### src/rtl/dma_chunk_pkg.sv
package dma_chunk_pkg;
  typedef enum logic [1:0] {
    SND_IDLE,
    SND_PRESENT,
    SND_PARKED
  } snd_state_e;
endpackage

### src/rtl/dma_chunk_walk.sv
module dma_chunk_walk #(
  parameter int ADDR_W  = 32,
  parameter int LEN_W   = 16,
  parameter int LINE_LG = 6
) (
  input  logic               clk_i,
  input  logic               rst_ni,
  input  logic               load_i,
  input  logic [ADDR_W-1:0]  addr_i,
  input  logic [LEN_W-1:0]   len_i,
  input  logic               adv_i,
  output logic [ADDR_W-1:0]  addr_o,
  output logic [LINE_LG:0]   size_o,
  output logic               last_o
);
  localparam int LINE = 1 << LINE_LG;

  logic [ADDR_W-1:0] addr_q;
  logic [LEN_W-1:0]  rem_q;
  logic [LINE_LG:0]  room;

  assign room   = (LINE_LG+1)'(LINE) - {1'b0, addr_q[LINE_LG-1:0]};
  assign size_o = (rem_q < LEN_W'(room)) ? rem_q[LINE_LG:0] : room;
  assign last_o = (rem_q == LEN_W'(size_o));
  assign addr_o = addr_q;

  always_ff @(posedge clk_i or negedge rst_ni) begin
    if (!rst_ni) begin
      addr_q <= '0;
      rem_q  <= '0;
    end else if (load_i) begin
      addr_q <= addr_i;
      rem_q  <= len_i;
    end else if (adv_i) begin
      addr_q <= addr_q + ADDR_W'(size_o);
      rem_q  <= rem_q - LEN_W'(size_o);
    end
  end

  AST_NO_LINE_CROSS: assert property (@(posedge clk_i) disable iff (!rst_ni)
    adv_i |-> ({1'b0, addr_q[LINE_LG-1:0]} + size_o) <= (LINE_LG+1)'(LINE));
  AST_NO_OVERRUN: assert property (@(posedge clk_i) disable iff (!rst_ni)
    adv_i |-> rem_q != '0);
endmodule

### src/rtl/dma_send_ctrl.sv
module dma_send_ctrl
  import dma_chunk_pkg::*;
(
  input  logic clk_i,
  input  logic rst_ni,
  input  logic start_i,
  input  logic last_i,
  input  logic accept_i,
  input  logic retry_i,
  output logic valid_o,
  output logic adv_o
);
  snd_state_e state_q, state_d;

  assign valid_o = (state_q == SND_PRESENT);
  assign adv_o   = valid_o && accept_i;

  always_comb begin
    state_d = state_q;
    unique case (state_q)
      SND_IDLE:    if (start_i) state_d = SND_PRESENT;
      SND_PRESENT: begin
        if (!accept_i)   state_d = SND_PARKED;
        else if (last_i) state_d = SND_IDLE;
      end
      SND_PARKED:  if (retry_i) state_d = SND_PRESENT;
      default:     state_d = SND_IDLE;
    endcase
  end

  always_ff @(posedge clk_i or negedge rst_ni) begin
    if (!rst_ni) state_q <= SND_IDLE;
    else         state_q <= state_d;
  end

  AST_DROP_ON_REJECT: assert property (@(posedge clk_i) disable iff (!rst_ni)
    valid_o && !accept_i |=> !valid_o);
  AST_WAIT_FOR_RETRY: assert property (@(posedge clk_i) disable iff (!rst_ni)
    (state_q == SND_PARKED) && !retry_i |=> !valid_o);
  AST_RETRY_REPRESENT: assert property (@(posedge clk_i) disable iff (!rst_ni)
    (state_q == SND_PARKED) && retry_i |=> valid_o);
endmodule

### src/rtl/dma_done_timer.sv
module dma_done_timer #(
  parameter int W = 9
) (
  input  logic         clk_i,
  input  logic         rst_ni,
  input  logic         load_i,
  input  logic [W-1:0] val_i,
  output logic         done_o
);
  logic         active_q;
  logic [W-1:0] cnt_q;

  assign done_o = active_q && (cnt_q == '0);

  always_ff @(posedge clk_i or negedge rst_ni) begin
    if (!rst_ni) begin
      active_q <= 1'b0;
      cnt_q    <= '0;
    end else if (load_i) begin
      active_q <= 1'b1;
      cnt_q    <= val_i;
    end else if (active_q) begin
      if (cnt_q == '0) active_q <= 1'b0;
      else             cnt_q    <= cnt_q - 1'b1;
    end
  end

  AST_DONE_PULSE: assert property (@(posedge clk_i) disable iff (!rst_ni)
    done_o && !load_i |=> !done_o);
endmodule

### src/rtl/dma_chunk_engine.sv
module dma_chunk_engine #(
  parameter int ADDR_W     = 32,
  parameter int LEN_W      = 16,
  parameter int LINE_BYTES = 64,
  parameter int DLY_W      = 8
) (
  input  logic                          clk_i,
  input  logic                          rst_ni,
  input  logic                          cmd_valid_i,
  input  logic                          cmd_write_i,
  input  logic [ADDR_W-1:0]             cmd_addr_i,
  input  logic [LEN_W-1:0]              cmd_len_i,
  input  logic [DLY_W-1:0]              cmd_delay_i,
  output logic                          busy_o,
  output logic                          req_valid_o,
  output logic                          req_write_o,
  output logic [ADDR_W-1:0]             req_addr_o,
  output logic [$clog2(LINE_BYTES):0]   req_size_o,
  input  logic                          req_accept_i,
  input  logic                          retry_i,
  input  logic                          rsp_valid_i,
  input  logic [DLY_W-1:0]              rsp_latency_i,
  output logic                          done_o,
  output logic                          rsp_err_o,
  input  logic                          drain_req_i,
  output logic                          drain_ack_o
);
  localparam int LINE_LG = $clog2(LINE_BYTES);
  localparam int CNT_W   = LEN_W - LINE_LG + 2;
  localparam int TMR_W   = DLY_W + 1;

  logic              busy_q, write_q, err_q, pend_q;
  logic [DLY_W-1:0]  dly_q;
  logic [CNT_W-1:0]  out_cnt_q, out_cnt_d, nch;
  logic [LEN_W:0]    span;
  logic              cmd_take, len_zero, walk_load, rsp_ok, cnt_zero;
  logic              req_last, req_adv;
  logic [ADDR_W-1:0] rsp_addr;
  logic [LINE_LG:0]  rsp_size;
  logic              rsp_last, tmr_load;
  logic [TMR_W-1:0]  tmr_val;

  assign cmd_take  = cmd_valid_i && !busy_q;
  assign len_zero  = (cmd_len_i == '0);
  assign walk_load = cmd_take && !len_zero;
  assign cnt_zero  = (out_cnt_q == '0);
  assign rsp_ok    = rsp_valid_i && !cnt_zero;

  // pieces = ceil((offset + len) / line)
  assign span = {1'b0, cmd_len_i} + (LEN_W+1)'(cmd_addr_i[LINE_LG-1:0])
              + (LEN_W+1)'(LINE_BYTES - 1);
  assign nch  = CNT_W'(span >> LINE_LG);

  always_comb begin
    out_cnt_d = out_cnt_q;
    if (walk_load) out_cnt_d = out_cnt_d + nch;
    if (rsp_ok)    out_cnt_d = out_cnt_d - 1'b1;
  end

  dma_chunk_walk #(.ADDR_W(ADDR_W), .LEN_W(LEN_W), .LINE_LG(LINE_LG)) u_req_walk (
    .clk_i (clk_i), .rst_ni(rst_ni), .load_i(walk_load), .addr_i(cmd_addr_i),
    .len_i (cmd_len_i), .adv_i(req_adv), .addr_o(req_addr_o), .size_o(req_size_o),
    .last_o(req_last)
  );

  dma_chunk_walk #(.ADDR_W(ADDR_W), .LEN_W(LEN_W), .LINE_LG(LINE_LG)) u_rsp_walk (
    .clk_i (clk_i), .rst_ni(rst_ni), .load_i(walk_load), .addr_i(cmd_addr_i),
    .len_i (cmd_len_i), .adv_i(rsp_ok), .addr_o(rsp_addr), .size_o(rsp_size),
    .last_o(rsp_last)
  );

  dma_send_ctrl u_send (
    .clk_i  (clk_i), .rst_ni(rst_ni), .start_i(walk_load), .last_i(req_last),
    .accept_i(req_accept_i), .retry_i(retry_i), .valid_o(req_valid_o), .adv_o(req_adv)
  );

  assign tmr_load = (cmd_take && len_zero) || (rsp_ok && rsp_last);
  assign tmr_val  = cmd_take ? TMR_W'(cmd_delay_i)
                             : TMR_W'(rsp_latency_i) + TMR_W'(dly_q);

  dma_done_timer #(.W(TMR_W)) u_timer (
    .clk_i(clk_i), .rst_ni(rst_ni), .load_i(tmr_load), .val_i(tmr_val), .done_o(done_o)
  );

  always_ff @(posedge clk_i or negedge rst_ni) begin
    if (!rst_ni) begin
      busy_q    <= 1'b0;
      write_q   <= 1'b0;
      dly_q     <= '0;
      out_cnt_q <= '0;
      err_q     <= 1'b0;
      pend_q    <= 1'b0;
    end else begin
      if (cmd_take) begin
        busy_q  <= 1'b1;
        write_q <= cmd_write_i;
        dly_q   <= cmd_delay_i;
      end else if (done_o) begin
        busy_q  <= 1'b0;
      end
      out_cnt_q <= out_cnt_d;
      err_q     <= rsp_valid_i && cnt_zero;
      pend_q    <= pend_q ? !cnt_zero : (drain_req_i && !cnt_zero);
    end
  end

  assign busy_o      = busy_q;
  assign req_write_o = write_q;
  assign rsp_err_o   = err_q;
  assign drain_ack_o = (drain_req_i || pend_q) && cnt_zero;

  AST_ERR_ON_EMPTY: assert property (@(posedge clk_i) disable iff (!rst_ni)
    rsp_valid_i && cnt_zero |=> rsp_err_o);
  AST_CNT_DECR: assert property (@(posedge clk_i) disable iff (!rst_ni)
    rsp_ok && !cmd_take |=> out_cnt_q == $past(out_cnt_q) - 1'b1);
  AST_IDLE_DRAINS: assert property (@(posedge clk_i) disable iff (!rst_ni)
    drain_req_i && !busy_o |-> drain_ack_o);
  AST_BUSY_ENDS: assert property (@(posedge clk_i) disable iff (!rst_ni)
    done_o |=> !busy_o);
  AST_NO_REQ_IDLE: assert property (@(posedge clk_i) disable iff (!rst_ni)
    !busy_o |-> !req_valid_o);
  AST_RSP_ALIGNED: assert property (@(posedge clk_i) disable iff (!rst_ni)
    rsp_ok && !rsp_last |=> rsp_addr[LINE_LG-1:0] == '0);
  AST_RSP_CREDIT: assert property (@(posedge clk_i) disable iff (!rst_ni)
    rsp_ok |-> rsp_size != '0);
endmodule

### config.mk
export PLATFORM = sky130hd
export DESIGN_NAME = dma_chunk_engine
export DESIGN_NICKNAME = d
export VERILOG_FILES = /design/src/rtl/dma_chunk_pkg.sv /design/src/rtl/dma_chunk_walk.sv /design/src/rtl/dma_send_ctrl.sv /design/src/rtl/dma_done_timer.sv /design/src/rtl/dma_chunk_engine.sv
export SDC_FILE = /design/constraint.sdc
export NUM_CORES = 1
export LEC_CHECK = 0
export BUFFER_PORTS_ARGS = -buffer_cell sky130_fd_sc_hd__buf_2
export CORE_MARGIN = 3
export CORE_UTILIZATION = 55
export DETAILED_ROUTE_END_ITERATION = 6
export PLACE_DENSITY = 0.79
export SYNTH_ARGS = -nofsm -noshare
export SYNTH_HDL_FRONTEND = slang
export SYNTH_HIERARCHICAL = 1
export SYNTH_SLANG_ARGS = --single-unit
### constraint.sdc
create_clock -name clk_i -period 4.5 [get_ports clk_i]
set_input_delay 0.45 -clock clk_i [delete_from_list [all_inputs] [get_ports clk_i]]
set_output_delay 0.45 -clock clk_i [all_outputs]
set_load 0.03 [all_outputs]
==> results of run 1 <==
## stage by stage
stage	hold WS, ns	cells	utilization	setup WS, ns
3_5_place_dp	0.467	1403	0.641	-0.251
4_1_cts	0.246	1419	0.660	0.0150
6_report	0.217	1427	0.674	0.0724
5_1_grt	0.305	1427	0.674	-0.125
2_1_floorplan	0.154	1053	-	0.00528
3_3_place_gp	0.459	1403	0.641	-0.115
## routing by layer
layer,vias to the layer above,track usage,part of all wire
li1,4135,-,-
met1,4124,0.363,0.46
met2,249,0.424,0.47
met3,48,0.0332,0.048
met4,0,0.0696,0.022
met5,-,0,0
## flip-flops by register name, indices dropped and copies added, names as in the netlist, 2 cells and up
register	count
dly_q	8
out_cnt_q	12
u_req_walk/addr_o	32
u_req_walk/rem_q	16
u_rsp_walk/addr_o	6
u_rsp_walk/rem_q	16
u_send/state_q	2
u_timer/cnt_q	9
## cell type report
type	instances	area [µm²]
clock buffers	10	239
repair buffers	183	1120
multi-input cells	838	6220
flip-flops and latches	106	2660
well taps	216	270
inverters	68	262
clock inverters	6	55.1
fillers	1294	5240
## worst paths after layout
path	to	slack, ns
worst max-delay path	u_req_walk/addr_o[15]	0.07
worst min-delay path	u_rsp_walk/rem_q[0]	0.22
worst max register to register	u_req_walk/addr_o[15]	0.07
worst min register to register	req_write_o	0.49
max in group asynchronous	u_req_walk/addr_o[24]	3.22
min in group clk_i	req_write_o	0.28
## report_power, final
part           internal (mW)  switching [mW]  total, mW  leakage (nW)
logic                   2.14            2.44       4.57          3.48
registers               1.24           0.382       1.62          1.24
clock network          0.404           0.400      0.804         0.146
## critical path: cells and delay by family, from the launching register on
kind | cells | cell delay (ns)
DFF | 1 | 0.46
buffers and inverters | 4 | 0.58
and+or+nand+nor | 2 | 0.48
muxes | 1 | 0.26
AOI/OAI and AO/OA | 7 | 1.63
xor gates and xnor gates | 2 | 0.39
adders and majority gates | 2 | 0.47
## placed cells by master, fill, tap and decap left out, types with 27 or more instances in the layout
cell type / instances
sky130_fd_sc_hd__nand2_1: 122
sky130_fd_sc_hd__buf_2: 115
sky130_fd_sc_hd__buf_4: 62
sky130_fd_sc_hd__o21ai_1: 27
sky130_fd_sc_hd__xnor2_1: 43
sky130_fd_sc_hd__nor2_1: 48
sky130_fd_sc_hd__nand3_1: 41
sky130_fd_sc_hd__a21oi_1: 45
sky130_fd_sc_hd__ha_1: 68
sky130_fd_sc_hd__mux2i_1: 29
sky130_fd_sc_hd__o21ai_0: 42
sky130_fd_sc_hd__dfrtp_1: 103
sky130_fd_sc_hd__inv_1: 59
sky130_fd_sc_hd__nor2b_1: 27
## repair_timing
item	in CTS	in global routing
endpoints found under the setup margin	7	56
buffers inserted	0	8
resized for setup	2	37
pin swaps	3	15
==> impl_metrics.sql, run 1 <==
INSERT INTO impl_metrics (metric_group, metric, value, unit) VALUES
('clock_tree', 'cts_root_buf', 'sky130_fd_sc_hd__clkbuf_16', ''),
('timing', 'timing.final.hold_violations', '0', ''),
('detailed_routing', 'route.vias.total', '8556', ''),
('clock_tree', 'htreeDepth', '3', ''),
('final_layout', 'area_growth', '18.6', '%'),
('floorplan', 'floorplan.core_area', '16100', 'µm²'),
('worst_setup_path', 'cpPeakStageDelay', '0.55', 'ns'),
('floorplan', 'dieHeight', '135', 'µm'),
('global_routing', 'grt_first_pass_wirelength', '38800', 'µm'),
('final_layout', 'finish.instance_area', '10800', 'µm²'),
('logic_synthesis', 'syn-cell-area', '9120', 'µm²'),
('global_routing', 'globalRoute.totalOverflow', '0', ''),
('clock_tree', 'tritoncts.num_buffers', '9', ''),
('detailed_routing', 'drt_pre_antenna_iters', '5', ''),
('logic_synthesis', 'count_of_synthesis_stage_warnings_from_yosys', '6', ''),
('floorplan', 'fp.dieArea', '18200', 'µm²'),
('final_layout', 'antennaDiodeCount', '0', ''),
('place', 'gp_congestion', '0.934', ''),
('logic_synthesis', 'synth.net_count', '1203', ''),
('run_status', 'status', 'finished clean', ''),
('logic_synthesis', 'netlist_instances', '1053', ''),
('timing', 'fin_setup_tns', '0', 'ns'),
('detailed_routing', 'routedWlPerCell', '16.6', 'µm'),
('timing', 'report.final.slew_viol_count', '0', ''),
('timing', 'grt_setup_unrepaired', 'yes', ''),
('worst_setup_path', 'timing.reg2reg.worst_path_depth', '18', ''),
('worst_setup_path', 'worst_path_max_delay_cell', 'sky130_fd_sc_hd__a2111oi_4', ''),
('worst_setup_path', 'timing.critical_path.cells', 'nor3_4, nor3b_4, xnor2_2, inv_2, ha_4, a21o_1, a211o_1, a211oi_4, buf_6, buf_6, mux2i_4, ha_1, a21o_1, a2111oi_4, buf_4, a211oi_2, xnor2_1, o21ai_1', ''),
('worst_setup_path', 'endpoint_kind', 'flop', ''),
('power', 'powerDensity', '647', 'nW/µm²'),
('power', 'power.total', '7.00', 'mW'),
('global_routing', 'grt_pass1_vias', '8130', ''),
('timing', 'finalSetupViolCount', '0', ''),
('global_routing', 'number_of_antenna_violations_at_the_first_check_in_global_routing', '0', ''),
('clock_tree', 'clk_latency', '0.36', 'ns'),
('worst_setup_path', 'required', '4.71', 'ns'),
('floorplan', 'effective_utilization_at_floorplan', '0.568', ''),
('timing', 'timing.final.crit_share', '0.984', ''),
('global_routing', 'grt_util_all_layers', '0.259', ''),
('clock_tree', 'cts.clk_slew.worst_paths', '0.08', 'ns'),
('clock_tree', 'cts-root-to-sink-buffers', '2', ''),
('power', 'irDropWorstVdd', '0.450', 'mV'),
('power', 'cellLeakagePower', '4.86', 'nW'),
('worst_setup_path', 'critPathKind', 'reg2reg', ''),
('timing', 'fmax', '0.226', 'GHz'),
('worst_setup_path', 'critical_path.startpoint', 'u_req_walk/addr_o[0]', ''),
('timing', 'period_minus_slack', '4.43', 'ns'),
('timing', 'timing.clock.skew', '0.0124', 'ns'),
('logic_synthesis', 'syn-mean-instance-area', '8.66', 'µm²'),
('clock_tree', 'tritoncts', 'yes', ''),
('final_layout', 'drive_gt1_frac', '0.238', ''),
('place', 'placed_cell_area', '10300', 'µm²'),
('final_layout', 'nNetsFinal', '1356', ''),
('detailed_routing', 'viasPerCell', '6.00', ''),
('worst_setup_path', 'critical_path.startpoint_type', 'flop', ''),
('timing', 'max_slew.worst_pin.slew', '0.966', 'ns'),
('floorplan', 'num_io_pins', '117', ''),
('clock_tree', 'number_of_hold_buffers_added_after_cts', '0', ''),
('job', 'max_cap_viol_count', '0', ''),
('detailed_routing', 'detailedRoute.firstIterationViolations', '577', ''),
('detailed_routing', 'drt_drc_violations_left', '0', ''),
('detailed_routing', 'postRouteAntennaNets', '0', ''),
('worst_hold_path', 'hp-class', 'in2async', ''),
('place', 'post_detail_place_hpwl', '17300', 'µm'),
('place', 'port_bufs', '116', ''),
('floorplan', 'core.rowCount', '46', ''),
('detailed_routing', 'drt_wl_total', '23800', 'µm'),
('worst_setup_path', 'cp_max_fanout', '6', ''),
('clock_tree', 'clock_sink_count', '106', ''),
('timing', 'max-slew-margin-rel', '0.356', ''),
('worst_setup_path', 'timing.rr.start', 'u_req_walk/addr_o[0]', ''),
('floorplan', 'die_outline_width', '135', 'µm'),
('global_routing', 'pin_count_of_the_biggest_net_entering_global_routing', '98', ''),
('worst_setup_path', 'critical_path_arrival', '4.63', 'ns');
Power figures use the tool's default switching activity.
==> run 2: changes to the inputs <==
- BUFFER_PORTS_ARGS: -buffer_cell sky130_fd_sc_hd__buf_2 -> not set
- CORE_UTILIZATION: 55 -> 40
- DONT_BUFFER_PORTS: not set -> 1
- PLACE_DENSITY: 0.79 -> not set
==> impl_metrics.sql, run 2 (same netlist as run 1, synthesis figures left out) <==
INSERT INTO impl_metrics (metric_group, metric, value, unit) VALUES
('worst_setup_path', 'critPathKind', 'reg2reg', ''),
('detailed_routing', 'route.vias.total', '7839', ''),
('final_layout', 'most_common_library_cell_in_the_layout_ignoring_fill_and_taps', 'sky130_fd_sc_hd__nand2_1', ''),
('worst_setup_path', 'critical_path_arrival', '4.66', 'ns'),
('global_routing', 'number_of_antenna_violations_at_the_first_check_in_global_routing', '0', ''),
('final_layout', 'layout_common_cells', 'sky130_fd_sc_hd__nand2_1 (121), sky130_fd_sc_hd__dfrtp_1 (103), sky130_fd_sc_hd__ha_1 (65)', ''),
('clock_tree', 'cts-root-to-sink-buffers', '2', ''),
('global_routing', 'grt_first_pass_wirelength', '38900', 'µm'),
('power', 'pwr-share-seq', '0.236', ''),
('detailed_routing', 'postRouteAntennaNets', '0', ''),
('place', 'gp_congestion', '0.846', ''),
('timing', 'fmax', '0.229', 'GHz'),
('final_layout', 'max_reg_flops', '32', ''),
('floorplan', 'core.rowCount', '54', ''),
('job', 'max_cap_viol_count', '0', ''),
('power', 'power.total', '6.96', 'mW'),
('run_status', 'failed_checks', 'negative hold slack', ''),
('final_layout', 'antennaDiodeCount', '0', ''),
('run_status', 'status', 'finished, violations left', ''),
('floorplan', 'floorplan.core_area', '22100', 'µm²'),
('clock_tree', 'cts_root_buf', 'sky130_fd_sc_hd__clkbuf_16', ''),
('worst_setup_path', 'cp_max_fanout', '6', ''),
('power', 'power.combinational.fraction', '0.646', ''),
('final_layout', 'post-route-util', '0.472', ''),
('clock_tree', 'tritoncts.num_buffers', '9', ''),
('floorplan', 'effective_utilization_at_floorplan', '0.413', ''),
('power', 'share_clk_of_total_power', '0.118', ''),
('clock_tree', 'htreeDepth', '3', ''),
('clock_tree', 'clock_sink_count', '106', ''),
('place', 'port_bufs', '0', ''),
('clock_tree', 'tritoncts', 'yes', ''),
('clock_tree', 'cts.clk_slew.worst_paths', '0.09', 'ns'),
('timing', 'report.final.slew_viol_count', '0', ''),
('place', 'post_detail_place_hpwl', '17600', 'µm'),
('timing', 'timing.clock.skew', '0.0160', 'ns'),
('floorplan', 'die_outline_width', '157', 'µm'),
('timing', 'fin_setup_tns', '0', 'ns'),
('worst_setup_path', 'endpoint_kind', 'flop', ''),
('timing', 'max_slew.worst_pin.slew', '0.988', 'ns'),
('place', 'dp_cells', '1355', ''),
('timing', 'max-slew-margin-rel', '0.342', ''),
('worst_hold_path', 'hp-class', 'in2async', ''),
('final_layout', 'nNetsFinal', '1242', ''),
('detailed_routing', 'detailedRoute.firstIterationViolations', '401', ''),
('worst_setup_path', 'critical_path.startpoint_type', 'flop', ''),
('detailed_routing', 'drt_drc_violations_left', '0', ''),
('final_layout', 'layoutNonFillerInstCount', '1377', ''),
('power', 'cellLeakagePower', '4.41', 'nW'),
('timing', 'grt_setup_unrepaired', 'yes', ''),
('worst_setup_path', 'required', '4.80', 'ns'),
('final_layout', 'drive_gt1_frac', '0.160', ''),
('floorplan', 'num_io_pins', '117', ''),
('detailed_routing', 'routedWlPerCell', '17.2', 'µm'),
('detailed_routing', 'drt_wl_total', '23700', 'µm'),
('power', 'internal-power', '3.79', 'mW'),
('final_layout', 'fillers', '2120', ''),
('clock_tree', 'clk_latency', '0.37', 'ns'),
('timing', 'timing.final.crit_share', '0.969', ''),
('global_routing', 'grt_util_all_layers', '0.193', ''),
('timing', 'period_minus_slack', '4.36', 'ns'),
('floorplan', 'fp.dieArea', '24700', 'µm²'),
('detailed_routing', 'drt_pre_antenna_iters', '6', ''),
('power', 'powerDensity', '668', 'nW/µm²'),
('power', 'power_switching', '3.17', 'mW'),
('floorplan', 'dieHeight', '157', 'µm'),
('timing', 'timing.final.hold_violations', '3', ''),
('global_routing', 'globalRoute.totalOverflow', '0', ''),
('global_routing', 'grt_pass1_vias', '7574', ''),
('final_layout', 'multi_input_comb_area', '6270', 'µm²'),
('timing', 'hold_slack', '-0.0138', 'ns'),
('power', 'swShare', '0.456', ''),
('final_layout', 'layout.area.seq', '2660', 'µm²'),
('power', 'irDropWorstVdd', '0.291', 'mV'),
('timing', 'finalSetupViolCount', '0', ''),
('global_routing', 'pin_count_of_the_biggest_net_entering_global_routing', '107', ''),
('final_layout', 'area_growth', '14.3', '%'),
('detailed_routing', 'viasPerCell', '5.69', '');
-- run 2: cell types whose count changed in the layout (fill, tap and decap cells not counted), moves of 3 or more --
cell | before | now
sky130_fd_sc_hd__buf_2 | 115 | 0
sky130_fd_sc_hd__inv_1 | 59 | 63
sky130_fd_sc_hd__inv_2 | 5 | 1
sky130_fd_sc_hd__ha_1 | 68 | 65
sky130_fd_sc_hd__o21ai_1 | 27 | 24
-- run 2: routing by layer --
layer,share of wire,track usage,wire length (µm)
met2,0.45,0.307,10700
met3,0.056,0.0421,1340
met5,0,0,0
met1,0.48,0.273,11400
met4,0.0081,0.0317,193
-- run 2: what timing repair did --
item	4_1_cts	5_1_grt
gates resized for setup	2	39
endpoints found under the setup margin	3	58
endpoints found under the hold margin	106	0
buffers inserted	0	5
pin swaps	0	12
hold buffers	1	0
-- run 2: through the flow --
step | worst slack, ns | cell area [µm²]
2_1_floorplan | 0.00528 | 9190
3_3_place_gp | -0.0451 | 9840
3_5_place_dp | -0.151 | 9840
4_1_cts | 0.0206 | 10200
5_1_grt | -0.0442 | 10400
6_report | 0.138 | 10400
-- run 2: power by group through the flow --
stage	clock network, mW	registers, mW	logic (mW)
finish	0.824	1.64	4.50
global route	0.890	1.69	5.04
CTS	0.859	1.63	4.22
detailed placement	0	1.64	4.17
global placement	0	1.64	4.09
floorplan	0	1.58	3.13
-- run 2: area by class of cell --
type                       count  area share
multi-input combinational    838       0.601
sequential                   106       0.255
timing repair buffer          69      0.0561
tap                          280      0.0336
inverter                      68      0.0251
clock buffer                   9      0.0216
clock inverter                 7     0.00792
-- run 2: worst max-delay path, cell delays in order (launching register included) --
cell,delay [ns]
sky130_fd_sc_hd__dfrtp_2,0.43
sky130_fd_sc_hd__nor3_4,0.23
sky130_fd_sc_hd__nor3b_4,0.27
sky130_fd_sc_hd__xnor2_2,0.15
sky130_fd_sc_hd__inv_1,0.08
sky130_fd_sc_hd__ha_4,0.22
sky130_fd_sc_hd__a21o_1,0.15
sky130_fd_sc_hd__a211o_1,0.29
sky130_fd_sc_hd__a211oi_4,0.26
sky130_fd_sc_hd__buf_6,0.17
sky130_fd_sc_hd__mux2_4,0.31
sky130_fd_sc_hd__ha_2,0.37
sky130_fd_sc_hd__and3_4,0.21
sky130_fd_sc_hd__a2111oi_4,0.06
sky130_fd_sc_hd__buf_4,0.17
sky130_fd_sc_hd__a211o_4,0.38
sky130_fd_sc_hd__or4_1,0.47
sky130_fd_sc_hd__nand3_1,0.08
-- run 2: path summary, 6_finish.rpt --
check,from,slack (ns),to,cells past startpoint
min reg2reg,dly_q[0],0.49,dly_q[0],2
max,u_req_walk/addr_o[1],0.14,u_req_walk/addr_o[31],17
max in group asynchronous,rst_ni,3.97,u_req_walk/addr_o[2],1
min,rst_ni,-0.01,rsp_err_o,1
max reg2reg,u_req_walk/addr_o[1],0.14,u_req_walk/addr_o[31],17
min in group clk_i,cmd_write_i,0.19,req_write_o,2
